### config.mk
export PLATFORM = sky130hd
export DESIGN_NAME = burst_repeater
export DESIGN_NICKNAME = d
export VERILOG_FILES = /design/src/rtl/rpt_pkg.sv /design/src/rtl/rpt_xform.sv /design/src/rtl/rpt_count.sv /design/src/rtl/rpt_hold.sv /design/src/rtl/burst_repeater.sv
export SDC_FILE = /design/constraint.sdc
export NUM_CORES = 1
export LEC_CHECK = 0
export BUFFER_PORTS_ARGS = -buffer_cell sky130_fd_sc_hd__clkbuf_2
export CAP_MARGIN = 40
export CORE_UTILIZATION = 55
export DETAILED_ROUTE_END_ITERATION = 12
export PLACE_DENSITY_LB_ADDON = 0.15
export SETUP_SLACK_MARGIN = 0.4
export SKIP_CTS_REPAIR_TIMING = 1
export SYNTH_ARGS = -nofsm -noshare
export SYNTH_HDL_FRONTEND = slang
export SYNTH_HIERARCHICAL = 1
export SYNTH_SLANG_ARGS = --single-unit
### constraint.sdc
create_clock -name clk -period 3.2 [get_ports clk]
set_input_delay 0.16 -clock clk [delete_from_list [all_inputs] [get_ports clk]]
set_output_delay 0.16 -clock clk [all_outputs]
set_load 0.005 [all_outputs]
### src/rtl/rpt_pkg.sv
package rpt_pkg;
  typedef enum logic [0:0] {
    XF_PASS = 1'b0,
    XF_INC  = 1'b1
  } xform_e;
endpackage

### src/rtl/rpt_xform.sv
module rpt_xform #(
  parameter int W = 32,
  parameter rpt_pkg::xform_e KIND = rpt_pkg::XF_PASS
) (
  input  logic [W-1:0] din,
  output logic [W-1:0] dout
);
  generate
    if (KIND == rpt_pkg::XF_INC) begin : g_inc
      assign dout = din + {{(W-1){1'b0}}, 1'b1};
    end else begin : g_pass
      assign dout = din;
    end
  endgenerate
endmodule

### src/rtl/rpt_count.sv
module rpt_count #(
  parameter int D = 4
) (
  input  logic         clk,
  input  logic         rst,
  input  logic         load,
  input  logic [D-1:0] load_val,
  input  logic         take,
  output logic [D-1:0] cnt_q,
  output logic         at_zero
);
  localparam logic [D-1:0] ZERO = '0;

  always_ff @(posedge clk) begin
    if (rst)
      cnt_q <= ZERO;
    else if (load)
      cnt_q <= load_val;
    else
      cnt_q <= cnt_q - {{(D-1){1'b0}}, take};
  end

  assign at_zero = (cnt_q == ZERO);
endmodule

### src/rtl/rpt_hold.sv
module rpt_hold #(
  parameter int W = 32
) (
  input  logic         clk,
  input  logic         rst,
  input  logic         load,
  input  logic         take,
  input  logic         more,
  input  logic         stall,
  input  logic [W-1:0] new_word,
  input  logic [W-1:0] next_word,
  output logic         valid_q,
  output logic [W-1:0] data_q
);
  always_ff @(posedge clk) begin
    if (rst)
      valid_q <= 1'b0;
    else
      valid_q <= load | (valid_q & (more | stall));
  end

  always_ff @(posedge clk) begin
    if (load)
      data_q <= new_word;
    else if (take)
      data_q <= next_word;
  end
endmodule

### src/rtl/burst_repeater.sv
module burst_repeater #(
  parameter int W = 32,
  parameter int D = 4,
  parameter rpt_pkg::xform_e XFORM = rpt_pkg::XF_PASS
) (
  input  logic         clk,
  input  logic         rst,
  input  logic [W-1:0] in_data,
  input  logic [D-1:0] in_cnt,
  input  logic         in_valid,
  output logic         in_stall,
  output logic [W-1:0] out_data,
  output logic         out_valid,
  input  logic         out_stall
);
  logic         take;
  logic         finish;
  logic         load;
  logic         at_zero;
  logic [D-1:0] cnt_q;
  logic [W-1:0] xf_in;
  logic [W-1:0] xf_held;

  assign take     = out_valid & ~out_stall;
  assign finish   = take & at_zero;
  assign in_stall = out_valid & ~finish;
  assign load     = in_valid & ~in_stall;

  rpt_xform #(.W(W), .KIND(XFORM)) u_xf_in (
    .din  (in_data),
    .dout (xf_in)
  );

  rpt_xform #(.W(W), .KIND(XFORM)) u_xf_held (
    .din  (out_data),
    .dout (xf_held)
  );

  rpt_count #(.D(D)) u_count (
    .clk      (clk),
    .rst      (rst),
    .load     (load),
    .load_val (in_cnt),
    .take     (take),
    .cnt_q    (cnt_q),
    .at_zero  (at_zero)
  );

  rpt_hold #(.W(W)) u_hold (
    .clk       (clk),
    .rst       (rst),
    .load      (load),
    .take      (take),
    .more      (~at_zero),
    .stall     (out_stall),
    .new_word  (xf_in),
    .next_word (xf_held),
    .valid_q   (out_valid),
    .data_q    (out_data)
  );
endmodule

==> impl_metrics.ini <==
[setup_path]
cp-start-kind = register
reg2reg_to = u_hold/data_q[29]
critPathKind = register to register
worstSetupEndpointType = register
crit_chain = nor4_1 > nand2b_1 > a21boi_4 > buf_4 > mux2_2
rr_startpoint = u_count/cnt_q[1]
cp_max_fo = 19
slowest_delay_ns = 0.48
required_ns = 3.23
worst_path_max_delay_cell = a21boi_4
r2r.worst_path.cells = 5
critPathArrivalTime_ns = 2.44
r2r_setup_slack_ns = 0.80

[placed_design]
placed_area_um2 = 2167
io_buffers = 73
hpwl_mm = 2.440
pre_cts_slack_ns = 0.8192
place.gp.congestion = 0.6287

[sta]
setup_viol = 0
fin_worst_skew_ns = 0.001888
final_hold_viol_count = 0
slew_violations = 0
fin_ws_ns = 0.7989
max_freq_ghz = 0.4165
tns_ns = 0
grt_setup_unrepaired = false
worst_pin_slew_ns = 0.5252
finalWorstPathRequiredPeriod_ns = 2.401
maxSlewHeadroom_pct = 64.90
period_share_pct = 75.04

[drt]
drt.antenna.violating_nets = 0
dr.pass1.iters = 4
vias = 1102
wirelength_mm = 3.283
first_iter_violations = 21
wire_per_inst_um = 14.27
drc_errors = 0
viasPerCell = 4.791

[floorplan]
dieArea_um2 = 4364
rows = 22
io_pins = 74
die_x_um = 66.06
core_um2 = 3799
start_util_pct = 59.42
die_y_um = 66.06

[hold_path]
worstHoldPathCells = 2
min_path_type = input pin to register
hold_start = rst
holdPathEnd = u_count/cnt_q[2]

[synthesis]
avgSynthCellArea_um2 = 13.60
synthTopCellsByArea = edfxtp_1, buf_4, mux2_4
yosysSeqAreaShare_pct = 47.01
ys_ff_latch = 37
synth_most_common_cell = buf_4
synth_warnings = 6
ys_types = 23
syn_inst = 166
synthArstFlopShare_pct = 0
synth_top_area_share_pct = 42.57
synth.largest_area_cell = edfxtp_1
synth_nets = 208
synth_edf_count = 32
synthesis.area_um2 = 2257
synth_common_cells = buf_4, edfxtp_1, mux2_4
synth_ff_type = edfxtp_1

[cells_and_area]
fin_nets = 223
final_util_pct = 59.85
antenna_cells = 0
syn_to_final_growth_pct = 0.7206
final_layout_size_suffix_gt1_share_pct = 64.84
fin_area_um2 = 2273

[pwr]
ir_drop_v = 0.0003145
power_leakage_nw = 1.065
pwr_density_cell_nw_per_um2 = 569.7

[clock_tree]
clkLatencyLatePin_ns = 0.28
cts_max_level = 2
cts_buffers = 5
cts_root_buf = clkbuf_8
cts_tree = done
clockBufferDepth = 2
clkTransAtPathRegs_ns = 0.07
cts.sinks = 37

[status]
status = complete, no violations

[grt]
grt_max_degree = 20
grt_util_all_layers_pct = 15.56
grt_pass1_vias = 1011
antenna_found_initial = 0
grt_pass1_wl_mm = 4.788
overflow = 0

[run]
max-cap-violations = 0
## routing by layer
layer  GRT usage (%)  vias to the layer above  part of all wire (%)
met3           4.310                        5                   6.5
li1                -                      530                     -
met4           7.979                        0                   1.4
met1           20.33                      523                    45
met5               0                        -                     0
met2           23.47                       44                    48
## logic make-up after synthesis
group / synth area share [%]
buf+inv: 25.50
flops: 47.01
mux: 21.06
simple gates: 2.773
compound gates: 1.774
xor+xnor: 0.7762
fa+ha+maj: 1.108
## per-stage QoR
step | std cells | power [mW] | hold slack [ns]
2_1_floorplan | 166 | 0.9186 | 0.2291
5_1_grt | 230 | 1.361 | 0.1174
3_5_place_dp | 222 | 0.9214 | 0.4071
4_1_cts | 230 | 1.314 | 0.09893
6_report | 230 | 1.295 | 0.1028
3_3_place_gp | 222 | 0.9122 | 0.4003
## state kept, by name, indices dropped and copies added, names as in the netlist
signal and count:
u_count/cnt_q 4, u_hold/data_q 32, u_hold/valid_q 1
## cells in the final DEF, fill, tap and decap left out, types with 2 or more instances in the layout
cell and count:
mux2_4 28, edfxtp_1 32, clkbuf_8 5, ha_1 2, inv_1 5, mux2_2 4, dfxtp_1 5, buf_4 4
a21oi_1 4, clkbuf_2 73, xor2_1 2, nor2_1 5
## cell type report
type                       instances  area (um2)
fill                             299        1525
sequential                        37        1061
multi-input combinational         55       631.9
timing repair buffer              77       395.4
clock buffer                       6       72.57
tap                               48       60.06
clock inverter                     2       33.78
inverter                           5       18.77
## worst max path at each step
stage / start / slack [ns] / endpoint / cells past startpoint
2_1_floorplan: u_count/cnt_q[1] / 1.12 / u_hold/data_q[0] / 6
3_3_place_gp: u_count/cnt_q[1] / 0.90 / u_hold/data_q[0] / 5
3_5_place_dp: u_count/cnt_q[1] / 0.82 / u_hold/data_q[21] / 5
4_1_cts: u_count/cnt_q[1] / 0.80 / u_hold/data_q[28] / 5
5_1_grt: u_count/cnt_q[1] / 0.67 / u_hold/data_q[28] / 5
6_report: u_count/cnt_q[1] / 0.80 / u_hold/data_q[29] / 5
## critical path, delay by kind of cell, from the launching register on
| family | cells | cell delay, ns |
|---|---|---|
| multiplexers | 1 | 0.37 |
| AO/OA/AOI/OAI | 1 | 0.48 |
| AND/OR/NAND/NOR | 2 | 0.56 |
| flip-flops | 1 | 0.33 |
| buffers and inverters | 1 | 0.39 |
## where the power goes
group	switching, mW	internal [mW]
Combinational	0.105	0.157
Clock	0.156	0.230
Sequential	0.0369	0.610
Total	0.298	0.997
(Power assumes the default switching activity.)
